`src/rtl/pwrctl_pkg.sv`:
```
`timescale 1ns/1ps
package pwrctl_pkg;

  localparam int unsigned BYTE_W = 8;

  typedef enum logic [2:0] {
    ST_IDLE,
    ST_ADDR,
    ST_AACK,
    ST_DATA,
    ST_DACK,
    ST_SKIP
  } eng_state_t;

  // Address byte carries the 7-bit device address followed by R/W = 0.
  function automatic logic addr_hit(input logic [BYTE_W-1:0] rx,
                                    input logic [6:0]        dev);
    return rx == {dev, 1'b0};
  endfunction

endpackage

```
`src/rtl/pwrctl_line_sync.sv`:
```
`timescale 1ns/1ps
module pwrctl_line_sync #(
  parameter int unsigned STAGES = 2
) (
  input  logic clk,
  input  logic rst_n,
  input  logic scl_raw,
  input  logic sda_raw,
  output logic sda_lvl,
  output logic scl_rise,
  output logic scl_fall,
  output logic bus_start,
  output logic bus_stop
);

  localparam int unsigned NLINE = 2;

  logic [NLINE-1:0] raw_v;
  logic [NLINE-1:0] lvl_v;
  logic [NLINE-1:0] prv_v;

  assign raw_v = {sda_raw, scl_raw};

  generate
    for (genvar ln = 0; ln < NLINE; ln++) begin : g_line
      logic [STAGES-1:0] chain_q;
      always_ff @(posedge clk or negedge rst_n) begin
        if (!rst_n) begin
          chain_q <= '1;
          prv_v[ln] <= 1'b1;
        end else begin
          chain_q <= {chain_q[STAGES-2:0], raw_v[ln]};
          prv_v[ln] <= chain_q[STAGES-1];
        end
      end
      assign lvl_v[ln] = chain_q[STAGES-1];
    end
  endgenerate

  logic scl_l, scl_p, sda_p;
  assign scl_l   = lvl_v[0];
  assign scl_p   = prv_v[0];
  assign sda_lvl = lvl_v[1];
  assign sda_p   = prv_v[1];

  assign scl_rise  = scl_l & ~scl_p;
  assign scl_fall  = ~scl_l & scl_p;
  assign bus_start = scl_l & scl_p & sda_p & ~sda_lvl;
  assign bus_stop  = scl_l & scl_p & ~sda_p & sda_lvl;

  // start and stop are never flagged on the same cycle as an SCL edge
  a_r10_cond_scl_high: assert property (@(posedge clk) disable iff (!rst_n)
    (bus_start || bus_stop) |-> !(scl_rise || scl_fall));

  a_r10_start_stop_excl: assert property (@(posedge clk) disable iff (!rst_n)
    !(bus_start && bus_stop));

endmodule

```
`src/rtl/pwrctl_wr_engine.sv`:
```
`timescale 1ns/1ps
module pwrctl_wr_engine
  import pwrctl_pkg::*;
#(
  parameter logic [6:0] DEV_ADDR = 7'h08
) (
  input  logic              clk,
  input  logic              rst_n,
  input  logic              sda_lvl,
  input  logic              scl_rise,
  input  logic              scl_fall,
  input  logic              bus_start,
  input  logic              bus_stop,
  output logic              sda_drive,
  output logic              commit_ev,
  output logic [BYTE_W-1:0] commit_byte
);

  localparam int unsigned CNT_W = $clog2(BYTE_W + 1);
  localparam logic [CNT_W-1:0] FULL = CNT_W'(BYTE_W);

  eng_state_t        st_q;
  logic [CNT_W-1:0]  cnt_q;
  logic [BYTE_W-1:0] sh_q;
  logic              drv_q;
  logic              byte_done;
  logic              shift_ev;

  assign byte_done = (cnt_q == FULL);
  assign shift_ev  = scl_rise && !byte_done &&
                     (st_q == ST_ADDR || st_q == ST_DATA);

  always_ff @(posedge clk or negedge rst_n) begin
    if (!rst_n) begin
      st_q  <= ST_IDLE;
      cnt_q <= '0;
      sh_q  <= '0;
      drv_q <= 1'b0;
    end else if (bus_start) begin
      st_q  <= ST_ADDR;
      cnt_q <= '0;
      drv_q <= 1'b0;
    end else if (bus_stop) begin
      st_q  <= ST_IDLE;
      cnt_q <= '0;
      drv_q <= 1'b0;
    end else begin
      unique case (st_q)
        ST_ADDR, ST_DATA: begin
          if (shift_ev) begin
            sh_q  <= {sh_q[BYTE_W-2:0], sda_lvl};
            cnt_q <= cnt_q + 1'b1;
          end else if (scl_fall && byte_done) begin
            if (st_q == ST_DATA) begin
              st_q  <= ST_DACK;
              drv_q <= 1'b1;
            end else if (addr_hit(sh_q, DEV_ADDR)) begin
              st_q  <= ST_AACK;
              drv_q <= 1'b1;
            end else begin
              st_q  <= ST_SKIP;
            end
          end
        end
        ST_AACK: begin
          if (scl_fall) begin
            drv_q <= 1'b0;
            cnt_q <= '0;
            st_q  <= ST_DATA;
          end
        end
        ST_DACK: begin
          if (scl_fall) begin
            drv_q <= 1'b0;
            st_q  <= ST_SKIP;
          end
        end
        default: ;
      endcase
    end
  end

  assign sda_drive   = drv_q;
  assign commit_ev   = (st_q == ST_DACK) && scl_fall && !bus_start && !bus_stop;
  assign commit_byte = sh_q;

  // acknowledge is raised only right after SCL has fallen
  a_r2_ack_on_low_scl: assert property (@(posedge clk) disable iff (!rst_n)
    $rose(sda_drive) |-> $past(scl_fall));

  // a transfer being ignored never pulls SDA
  a_r3_skip_is_silent: assert property (@(posedge clk) disable iff (!rst_n)
    (st_q == ST_SKIP) |-> !sda_drive);

  // a commit happens only while the acknowledge is being driven
  a_r4_commit_during_ack: assert property (@(posedge clk) disable iff (!rst_n)
    commit_ev |-> sda_drive);

  // a stop always releases the line
  a_r5_stop_releases: assert property (@(posedge clk) disable iff (!rst_n)
    bus_stop |=> !sda_drive);

  // a start re-arms address reception from bit zero
  a_r6_start_rearms: assert property (@(posedge clk) disable iff (!rst_n)
    bus_start |=> (st_q == ST_ADDR && cnt_q == '0));

  // no acknowledge while a byte is still being shifted in
  a_r9_no_pull_while_shift: assert property (@(posedge clk) disable iff (!rst_n)
    (st_q == ST_DATA || st_q == ST_ADDR) |-> !sda_drive);

endmodule

```
`src/rtl/pwrctl_rail_gate.sv`:
```
`timescale 1ns/1ps
module pwrctl_rail_gate
  import pwrctl_pkg::*;
#(
  parameter logic [BYTE_W-1:0] ENONLY_MASK = 8'b1010_0000,
  parameter int unsigned       VSEL_BIT    = 5
) (
  input  logic              clk,
  input  logic              rst_n,
  input  logic              commit_ev,
  input  logic [BYTE_W-1:0] commit_byte,
  input  logic              en_pin,
  output logic [BYTE_W-1:0] ctl_q,
  output logic [BYTE_W-1:0] rail_on,
  output logic              vsel_hi
);

  always_ff @(posedge clk or negedge rst_n) begin
    if (!rst_n)         ctl_q <= '0;
    else if (commit_ev) ctl_q <= commit_byte;
  end

  generate
    for (genvar b = 0; b < BYTE_W; b++) begin : g_rail
      if (ENONLY_MASK[b]) begin : g_pin_only
        assign rail_on[b] = en_pin;
      end else begin : g_reg_ctl
        assign rail_on[b] = en_pin & ctl_q[b];
      end
    end
  endgenerate

  assign vsel_hi = ctl_q[VSEL_BIT];

  // with the enable pin low nothing is on
  a_r7_pin_masks_all: assert property (@(posedge clk) disable iff (!rst_n)
    !en_pin |-> (rail_on == '0));

  // with the pin high, pin-only outputs are on
  a_r7_pin_only_follow: assert property (@(posedge clk) disable iff (!rst_n)
    en_pin |-> ((rail_on & ENONLY_MASK) == ENONLY_MASK));

  // the control value only moves on a commit
  a_r4_hold_without_commit: assert property (@(posedge clk) disable iff (!rst_n)
    !commit_ev |=> $stable(ctl_q));

endmodule

```
`src/rtl/pwrctl_i2c_tgt.sv`:
```
`timescale 1ns/1ps
module pwrctl_i2c_tgt
  import pwrctl_pkg::*;
#(
  parameter logic [6:0]        DEV_ADDR    = 7'h08,
  parameter int unsigned       SYNC_STAGES = 2,
  parameter logic [BYTE_W-1:0] ENONLY_MASK = 8'b1010_0000,
  parameter int unsigned       VSEL_BIT    = 5
) (
  input  logic              clk,
  input  logic              rst_n,
  input  logic              scl_i,
  input  logic              sda_i,
  input  logic              en_pin_i,
  output logic              sda_pull_o,
  output logic [BYTE_W-1:0] ctl_byte_o,
  output logic [BYTE_W-1:0] rail_on_o,
  output logic              vsel_hi_o
);

  logic              sda_lvl, scl_rise, scl_fall, bus_start, bus_stop;
  logic              commit_ev;
  logic [BYTE_W-1:0] commit_byte;

  pwrctl_line_sync #(.STAGES(SYNC_STAGES)) u_sync (
    .clk       (clk),
    .rst_n     (rst_n),
    .scl_raw   (scl_i),
    .sda_raw   (sda_i),
    .sda_lvl   (sda_lvl),
    .scl_rise  (scl_rise),
    .scl_fall  (scl_fall),
    .bus_start (bus_start),
    .bus_stop  (bus_stop)
  );

  pwrctl_wr_engine #(.DEV_ADDR(DEV_ADDR)) u_eng (
    .clk         (clk),
    .rst_n       (rst_n),
    .sda_lvl     (sda_lvl),
    .scl_rise    (scl_rise),
    .scl_fall    (scl_fall),
    .bus_start   (bus_start),
    .bus_stop    (bus_stop),
    .sda_drive   (sda_pull_o),
    .commit_ev   (commit_ev),
    .commit_byte (commit_byte)
  );

  pwrctl_rail_gate #(.ENONLY_MASK(ENONLY_MASK), .VSEL_BIT(VSEL_BIT)) u_gate (
    .clk         (clk),
    .rst_n       (rst_n),
    .commit_ev   (commit_ev),
    .commit_byte (commit_byte),
    .en_pin      (en_pin_i),
    .ctl_q       (ctl_byte_o),
    .rail_on     (rail_on_o),
    .vsel_hi     (vsel_hi_o)
  );

  // voltage select only moves together with the control value
  a_r8_vsel_tracks_ctl: assert property (@(posedge clk) disable iff (!rst_n)
    $stable(ctl_byte_o) |-> $stable(vsel_hi_o));

endmodule

```
`config.mk`:
```
export PLATFORM = sky130hd
export DESIGN_NAME = pwrctl_i2c_tgt
export DESIGN_NICKNAME = d
export VERILOG_FILES = /design/src/rtl/pwrctl_pkg.sv /design/src/rtl/pwrctl_line_sync.sv /design/src/rtl/pwrctl_wr_engine.sv /design/src/rtl/pwrctl_rail_gate.sv /design/src/rtl/pwrctl_i2c_tgt.sv
export SDC_FILE = /design/constraint.sdc
export NUM_CORES = 1
export LEC_CHECK = 0
export CAP_MARGIN = 20
export CORE_ASPECT_RATIO = 0.6
export CORE_MARGIN = 3
export CORE_UTILIZATION = 55
export CTS_CLUSTER_DIAMETER = 50
export DETAILED_ROUTE_END_ITERATION = 16
export DONT_BUFFER_PORTS = 1
export HOLD_SLACK_MARGIN = 0.05
export PLACE_DENSITY = 0.7
export SETUP_SLACK_MARGIN = 0.3
export SYNTH_ARGS = -nofsm -noshare
export SYNTH_HDL_FRONTEND = slang
export SYNTH_SLANG_ARGS = --single-unit
export TNS_END_PERCENT = 30
```
`constraint.sdc`:
```
create_clock -name clk -period 2 [get_ports clk]
set_clock_uncertainty 0.2 [all_clocks]
set_input_delay 0.5 -clock clk [delete_from_list [all_inputs] [get_ports clk]]
set_output_delay 0.5 -clock clk [all_outputs]
set_load 0.01 [all_outputs]
```
==> results_dict.tcl, run 1 <==
set metrics [dict create \
    core.rowCount 13 \
    leakagePower_uw 0.000843 \
    synth_compound_area_frac 0.104 \
    min_period_ns 1.99 \
    placed_area_um2 1540 \
    ant_nets 0 \
    vias 1023 \
    critPathKind "flop to flop" \
    use_met3 0.0793 \
    cts_tree "built" \
    htree_levels 2 \
    wl_mm 2.84 \
    hold_viol 0 \
    cts_made_buffers 5 \
    mostFrequentLayoutCell "nand2_1" \
    portBuffers 0 \
    ys_ff_latch 30 \
    final_cell_mix "nand2_1 (27), dfrtp_1 (21), buf_4 (14)" \
    numClockSinks 30 \
    postLayoutCellArea_um2 1790 \
    hpwl_mm 1.96 \
    root_buffer "clkbuf_8" \
    cts_buffer_depth 2 \
    setup_slack_ns 0.00870 \
    synth_mux_area_frac 0.0834 \
    grt_busiest_layer "met1" \
    setup_viol 0 \
    yosysUniqueCellTypes 44 \
    drt-wirelength-per-cell_um 15.6 \
    synthesis.nets 139 \
    report.final.slew_viol_count 0 \
    worstMarginPinSlew_ns 0.355 \
    clkTransAtPathRegs_ns 0.06 \
    grt_setup_unrepaired "yes" \
    num_antenna_cells 0 \
    drc 0 \
    clk_latency_ns 0.28 \
    die_w_um 72.1 \
    pin_count 23 \
    status "finished clean" \
    die_h_um 45.6 \
    hp-class "flop to flop" \
    syn_inst 132 \
    fmax_mhz 502 \
    grt_overflow 0 \
    cap_violations 0 \
    grt_pass1_vias 974 \
    coreArea_um2 2330 \
    synth_top_family_by_area "simple AND/OR/NAND/NOR gates" \
    use_met2 0.260 \
    dieArea_um2 3290 \
    seq_area_frac_synth 0.526 \
    fin_util 0.768 \
    relSlewSlack 0.763 \
    startpoint_type "flop" \
    path_max_fanout 8 \
    initial_core_util 0.619 \
    synthFlopType "dfrtp_1" \
    yosys.area_share.adder 0.0174 \
    synth_edf_count 0 \
    met1_usage 0.287 \
    yosys.area_share.simple 0.205 \
    worstPathRequired_ns 1.97 \
    n_fill_cell 166 \
    place.gp.congestion 0.879 \
    final_cells 182 \
    tns_ns 0 \
    syn_area_per_cell_um2 10.9 \
    grt_pass1_wl_mm 4.77 \
    ys_warn_count 0 \
    antenna_found_initial 0 \
    area_growth_pct 24.1 \
    dr.pass1.iters 4 \
    ir_drop_mv 0.578 \
    crit_path_end_kind "flop" \
    period_share 0.996 \
    syn_area_um2 1440 \
    drt-vias-per-instance 5.62 \
    grt_max_degree 31 \
    drt_iter0_markers 113 \
    power.density_nw_per_um2 998 \
    grtUsageTotal 0.201 \
    drive_above_1_share 0.349 \
    synth_xor_area_frac 0.0122 \
    final_nets 158 \
    postSynth.asyncResetShare 1.00 \
    place_inst 169 \
    pre_cts_ws_ns 0.00372 \
    cp.arrival_ns 1.96 \
]
==> critical path, cell delays in order, from the launching register on <==
cell     delay [ns]
dfstp_2        0.53
or3b_1         0.35
or3_1          0.33
buf_6          0.17
mux2_4         0.30
==> repair_timing <==
action,4_1_cts,5_1_grt
resized for setup,2,19
gates cloned,0,0
hold endpoints to repair,32,0
pin swaps,0,15
hold buffers,4,0
setup buffers,0,1
setup endpoints to repair,20,24
==> flip-flops by register name, indices dropped and copies added (netlist names) <==
register and cells:
u_eng.commit_byte 8, u_gate.ctl_q 8, u_eng.cnt_q 4, u_sync.g_line.chain_q 4
u_eng.st_q 3, u_eng.sda_drive 1, u_sync.scl_p 1, u_sync.sda_p 1
==> synthesized netlist by cell type, types with 2 or more instances <==
master	instances	area, um2
a21oi_1	2	10.0
a31oi_1	2	12.5
a41o_1	2	20.0
and2_1	8	50.1
buf_2	2	10.0
buf_4	3	22.5
dfrtp_1	24	601
dfstp_2	6	158
ha_1	2	25.0
inv_1	6	22.5
mux2_4	8	120
nand2_1	28	105
nand2b_1	3	18.8
nand3b_1	2	15.0
nor2_1	3	11.3
o21ai_0	3	15.0
==> path summary, 6_finish.rpt <==
check	from	endpoint	slack, ns	depth (start not counted)
worst min-delay path	u_sync.g_line[1].chain_q[0]$_DFF_PN1_	u_sync.g_line[1].chain_q[1]$_DFF_PN1_	0.16	0
min in group asynchronous	rst_n	u_gate.ctl_q[5]$_DFFE_PN0P_	0.45	2
worst max register to register	u_sync.scl_p$_DFF_PN1_	u_gate.ctl_q[6]$_DFFE_PN0P_	0.009	4
worst max-delay path	u_sync.scl_p$_DFF_PN1_	u_gate.ctl_q[6]$_DFFE_PN0P_	0.009	4
worst min register to register	u_sync.g_line[1].chain_q[0]$_DFF_PN1_	u_sync.g_line[1].chain_q[1]$_DFF_PN1_	0.16	0
max in group asynchronous	rst_n	u_sync.g_line[0].chain_q[1]$_DFF_PN1_	0.91	2
==> per-layer routing <==
metal | vias to the layer above | routed length (um)
li1 | 492 | -
met1 | 501 | 1490
met2 | 22 | 1150
met3 | 8 | 149
met4 | 0 | 56
met5 | - | 0
==> kinds of logic after synthesis <==
logic type,after synthesis
AND/OR/NAND/NOR,56
flip-flops,30
AO/OA/AOI/OAI,20
buffers and inverters,14
multiplexers,8
XOR/XNOR,2
adder cells (fa/ha/maj),2
==> power by group <==
part	internal, uW	switching [uW]	leakage (uW)
clock	372	215	0.0000524
combinational	205	181	0.000408
sequential	712	99.3	0.000383
total	1290	495	0.000843
==> stage by stage <==
stage	hold slack, ns	power [uW]
CTS	0.157	1760
global route	0.164	1900
floorplan	0.00441	977
global placement	0.00505	1130
finish	0.156	1780
detailed placement	0.00502	1140
==> cell type report <==
cell class | instances | area [um2] | share of cell area
clock buffers | 7 | 76.3 | 0.0427
well taps | 30 | 37.5 | 0.0210
clock inverters | 1 | 30.0 | 0.0168
inverters | 6 | 22.5 | 0.0126
multi-input cells | 88 | 681 | 0.381
flip-flops and latches | 30 | 762 | 0.426
repair buffers | 20 | 178 | 0.0994
Note: power is estimated with default switching activity, not from simulation.
==> run 2: changes to the inputs <==
--- a/config.mk
+++ b/config.mk
@@ -12,8 +12,9 @@
 export CTS_CLUSTER_DIAMETER = 50
 export DETAILED_ROUTE_END_ITERATION = 16
 export DONT_BUFFER_PORTS = 1
+export GPL_ROUTABILITY_DRIVEN = 0
 export HOLD_SLACK_MARGIN = 0.05
-export PLACE_DENSITY = 0.7
+export PLACE_DENSITY = 0.67
 export SETUP_SLACK_MARGIN = 0.3
 export SYNTH_ARGS = -nofsm -noshare
 export SYNTH_HDL_FRONTEND = slang
==> constraint.sdc (replaced) <==
create_clock -name clk -period 2.1 [get_ports clk]
set_clock_uncertainty 0.2 [all_clocks]
set_input_delay 0.525 -clock clk [delete_from_list [all_inputs] [get_ports clk]]
set_output_delay 0.525 -clock clk [all_outputs]
set_load 0.01 [all_outputs]
==> run 2 against run 1 <==
- flip-flop and latch count did not move
- first-iteration DRC count fell by 42%
- global-route usage fell by 0.13 points
- largest power group unchanged
==> results_dict.tcl, run 2 (same netlist as run 1, synthesis figures left out) <==
set metrics [dict create \
    drt-vias-per-instance 5.50 \
    cp_top_family "simple AND/OR/NAND/NOR gates" \
    tns_ns 0 \
    drive_above_1_share 0.243 \
    hold_viol 0 \
    grt_pass1_vias 960 \
    ant_nets 0 \
    worstMarginPinSlew_ns 0.353 \
    pre_cts_ws_ns 0.0419 \
    hold_end "u_sync.g_line[0].chain_q[1]$_DFF_PN1_" \
    status "finished clean" \
    portBuffers 0 \
    crit_buf_inv 1 \
    antenna_found_initial 0 \
    grt_max_degree 31 \
    die_w_um 72.1 \
    multi_input_area_um2 622 \
    rr_worst_depth 4 \
    setup_viol 0 \
    core.rowCount 13 \
    vias 957 \
    critical_path.cell_chain "or3b_4, or3_4, buf_6, mux2_4" \
    ir_drop_mv 0.704 \
    postCtsSetupBuffers 0 \
    n_fill_cell 181 \
    clk_latency_ns 0.27 \
    cp.arrival_ns 1.98 \
    startpoint_type "flop" \
    grt_busiest_layer "met1" \
    coreArea_um2 2330 \
    drt_iter0_markers 66 \
    r2r-start "u_sync.scl_p$_DFF_PN1_" \
    htree_levels 2 \
    r2r_end "u_gate.ctl_q[4]$_DFFE_PN0P_" \
    cts_tree "built" \
    p_comb_frac 0.176 \
    final_cell_mix "nand2_1 (28), dfrtp_1 (24), and2_1 (8), mux2_4 (8), buf_4 (7)" \
    fin_util 0.707 \
    mostFrequentLayoutCell "nand2_1" \
    dr.pass1.iters 4 \
    p_sw_uw 436 \
    period_share 0.965 \
    worstPathRequired_ns 2.06 \
    cap_violations 0 \
    holdWs_ns 0.155 \
    hold_start "u_sync.g_line[0].chain_q[0]$_DFF_PN1_" \
    drc 0 \
    root_buffer "clkbuf_8" \
    crit_path_end_kind "flop" \
    use_met2 0.264 \
    critPathSlowestCell "dfstp_2" \
    pin_count 23 \
    crit_start "u_sync.scl_p$_DFF_PN1_" \
    register_area_um2 758 \
    fmax_mhz 493 \
    path_max_fanout 8 \
    setup_slack_ns 0.0728 \
    relSlewSlack 0.765 \
    leakagePower_uw 0.000792 \
    regToRegSetupSlack_ns 0.07 \
    met1_usage 0.295 \
    grtUsageTotal 0.200 \
    critPathKind "flop to flop" \
    grt_setup_unrepaired "yes" \
    hpwl_mm 2.04 \
    dieArea_um2 3290 \
    final_nets 150 \
    die_h_um 45.6 \
    clkTransAtPathRegs_ns 0.06 \
    num_antenna_cells 0 \
    min_period_ns 2.03 \
    grt_pass1_wl_mm 4.71 \
    min_path_cells 0 \
    wl_mm 2.76 \
    grt_overflow 0 \
    initial_core_util 0.619 \
    sequentialPowerShare 0.520 \
    intPower_uw 1070 \
    cts_buffer_depth 2 \
    slowest_delay_ns 0.52 \
    report.final.slew_viol_count 0 \
    swShare 0.289 \
    use_met3 0.0727 \
    numClockSinks 30 \
    power.density_nw_per_um2 916 \
    hp-class "flop to flop" \
    drt-wirelength-per-cell_um 15.9 \
    power_frac_clock 0.303 \
    area_growth_pct 14.2 \
    cts_made_buffers 5 \
]
run 2: power by group through the flow:
stage	Combinational, uW	Clock (uW)	Sequential, uW
2_1_floorplan	169	0	762
3_3_place_gp	228	0	782
3_5_place_dp	238	0	788
4_1_cts	261	469	778
5_1_grt	297	504	798
6_report	266	457	784
run 2: per-stage QoR:
step / cell area, um2 / total power [uW] / instances
finish: 1650 / 1510 / 174
global placement: 1490 / 1010 / 162
detailed placement: 1490 / 1030 / 162
CTS: 1640 / 1510 / 174
global route: 1650 / 1600 / 174
floorplan: 1440 / 931 / 132
run 2: worst register-to-register path: stages, from the launching register on:
cell and delay [ns]:
dfstp_2 0.52, or3b_4 0.39, or3_4 0.34, buf_6 0.16, mux2_4 0.30
run 2: final cells by class:
class	count	area share
multi-input combinational	88	0.378
sequential	30	0.461
clock buffer	7	0.0525
inverter	6	0.0137
clock inverter	1	0.00304
timing repair buffer	12	0.0692
tap	30	0.0228
run 2: worst max-delay path by stage:
stage	slack, ns	depth (start not counted)	end
4_1_cts	0.07	4	u_gate.ctl_q[1]$_DFFE_PN0P_
3_3_place_gp	0.1	4	u_gate.ctl_q[0]$_DFFE_PN0P_
5_1_grt	0.04	4	u_gate.ctl_q[1]$_DFFE_PN0P_
3_5_place_dp	0.04	4	u_gate.ctl_q[1]$_DFFE_PN0P_
2_1_floorplan	0.11	4	u_gate.ctl_q[0]$_DFFE_PN0P_
6_report	0.07	4	u_gate.ctl_q[4]$_DFFE_PN0P_
run 2: routing by layer:
metal,up-vias,wire length (um)
met1,462,1480
met2,14,1140
li1,479,-
met5,-,0
met4,0,23
met3,2,118
run 2: what timing repair did:
action | 4_1_cts | 5_1_grt
hold buffers | 4 | 0
setup endpoints to repair | 14 | 15
endpoints found under the hold margin | 32 | 0
resized for setup | 3 | 1
==> run 3: changes to the inputs <==
==> constraint.sdc (replaced) <==
create_clock -name clk -period 2 [get_ports clk]
set_clock_uncertainty 0.2 [all_clocks]
set_input_delay 0.5 -clock clk [delete_from_list [all_inputs] [get_ports clk]]
set_output_delay 0.5 -clock clk [all_outputs]
set_load 0.01 [all_outputs]
==> run 3 against run 2 <==
- utilization up 7.4 points
- flip-flop and latch count unchanged
- total power up 20%
- count of clock-buffer cells in the layout down 2
- global-route usage up 1.3 points
- clock power up 29%
- final cell count up 5.7%
- design area up 10%
- largest cell class unchanged
- combinational power up 54%
==> results_dict.tcl, run 3 (same netlist as run 1, synthesis figures left out) <==
set metrics [dict create \
    cap_violations 0 \
    power.density_nw_per_um2 996 \
    root_buffer "clkbuf_8" \
    grt_max_degree 31 \
    die_w_um 72.1 \
    vias 1031 \
    r2r-start "u_sync.scl_p$_DFF_PN1_" \
    htree_levels 2 \
    slowest_delay_ns 0.52 \
    grt_pass1_wl_mm 5.11 \
    critical_path.cell_chain "or3b_1, or3_1, buf_6, mux2_4" \
    clk_latency_ns 0.28 \
    postLayoutCellArea_um2 1820 \
    dieArea_um2 3290 \
    status "finished clean" \
    dr.pass1.iters 4 \
    area_growth_pct 26.2 \
    report.final.slew_viol_count 0 \
    crit_buf_inv 1 \
    min_period_ns 2.00 \
    regToRegSetupSlack_ns 0.005 \
    cts_made_buffers 5 \
    period_share 0.998 \
    postCtsSetupBuffers 0 \
    ir_drop_mv 0.897 \
    core.rowCount 13 \
    crit_path_end_kind "flop" \
    grtUsageTotal 0.213 \
    cp.arrival_ns 1.95 \
    drt_iter0_markers 69 \
    min_path_cells 0 \
    wl_mm 2.96 \
    drive_above_1_share 0.377 \
    startpoint_type "flop" \
    final_nets 160 \
    ant_nets 0 \
    final_cell_mix "nand2_1 (25), dfrtp_1 (22), buf_4 (15)" \
    portBuffers 0 \
    pin_count 23 \
    cts_buffer_depth 2 \
    path_max_fanout 8 \
    worstPathRequired_ns 1.96 \
    cts_tree "built" \
    grt_pass1_vias 1082 \
    hold_end "u_sync.g_line[0].chain_q[1]$_DFF_PN1_" \
    mostFrequentLayoutCell "nand2_1" \
    numClockSinks 30 \
    clkTransAtPathRegs_ns 0.07 \
    drt-wirelength-per-cell_um 16.1 \
    initial_core_util 0.619 \
    rr_worst_depth 4 \
    grt_overflow 0 \
    worstMarginPinSlew_ns 0.321 \
    grt_setup_unrepaired "yes" \
    hold_start "u_sync.g_line[0].chain_q[0]$_DFF_PN1_" \
    hpwl_mm 2.03 \
    antenna_found_initial 0 \
    num_antenna_cells 0 \
    drt-vias-per-instance 5.60 \
    fmax_mhz 501 \
    critPathKind "flop to flop" \
    relSlewSlack 0.785 \
    multi_input_area_um2 691 \
    hp-class "flop to flop" \
    hold_viol 0 \
    register_area_um2 761 \
    placed_area_um2 1560 \
    fin_util 0.781 \
    die_h_um 45.6 \
    r2r_end "u_gate.ctl_q[0]$_DFFE_PN0P_" \
    n_fill_cell 154 \
    leakagePower_uw 0.000867 \
    cp_top_family "simple AND/OR/NAND/NOR gates" \
    coreArea_um2 2330 \
    setup_viol 0 \
    drc 0 \
    critPathSlowestCell "dfstp_2" \
]
-- run 3: how the worst max path moves through the flow --
| stage | to | cells past startpoint | startpoint |
|---|---|---|---|
| floorplan | u_gate.ctl_q[0]$_DFFE_PN0P_ | 4 | u_sync.scl_p$_DFF_PN1_ |
| CTS | u_gate.ctl_q[0]$_DFFE_PN0P_ | 4 | u_sync.scl_p$_DFF_PN1_ |
| finish | u_gate.ctl_q[0]$_DFFE_PN0P_ | 4 | u_sync.scl_p$_DFF_PN1_ |
| global placement | u_gate.ctl_q[1]$_DFFE_PN0P_ | 4 | u_sync.scl_p$_DFF_PN1_ |
| detailed placement | u_gate.ctl_q[1]$_DFFE_PN0P_ | 4 | u_sync.scl_p$_DFF_PN1_ |
| global route | u_gate.ctl_q[0]$_DFFE_PN0P_ | 4 | u_sync.scl_p$_DFF_PN1_ |
-- run 3: timing repair --
action,CTS,global route
endpoints found under the setup margin,22,20
pin swaps,9,13
hold endpoints to repair,32,0
gates cloned,0,0
hold buffers,4,0
gates resized for setup,12,10
-- run 3: worst reg2reg max path: cells and delay by family (launching register included) --
kind / cells / cell delay, ns
buffers and inverters: 1 / 0.16
DFF: 1 / 0.52
muxes: 1 / 0.30
and+or+nand+nor: 2 / 0.68
-- run 3: where the power goes --
part	switching [uW]	internal [uW]
combinational	192	218
sequential	103	710
clock	222	366
total	517	1290
-- run 3: area by class of cell --
type	count	area share
inverter	6	0.0124
timing repair buffer	22	0.108
multi-input combinational	88	0.380
clock inverter	3	0.0220
tap	30	0.0207
clock buffer	5	0.0379
sequential	30	0.419
-- run 3: per-layer routing --
metal	wire [um]	global-route usage	part of all wire	vias to the layer above
met5	0	0	0	-
met3	171	0.0903	0.058	2
met2	1290	0.318	0.44	27
met4	9	0.0712	0.0030	0
li1	-	-	-	497
met1	1480	0.282	0.50	505
-- run 3: per-stage QoR --
step / instances / hold slack, ns / setup WS (ns) / total power [uW] / TNS, ns
4_1_cts: 184 / 0.158 / -0.00673 / 1800 / -0.00704
5_1_grt: 184 / 0.166 / -0.0470 / 1920 / -0.207
3_3_place_gp: 172 / 0.00507 / 0.0247 / 1150 / 0
2_1_floorplan: 132 / 0.00441 / 0.00960 / 977 / 0
6_report: 184 / 0.156 / 0.00481 / 1810 / 0
3_5_place_dp: 172 / 0.00503 / -0.000292 / 1160 / -0.000292
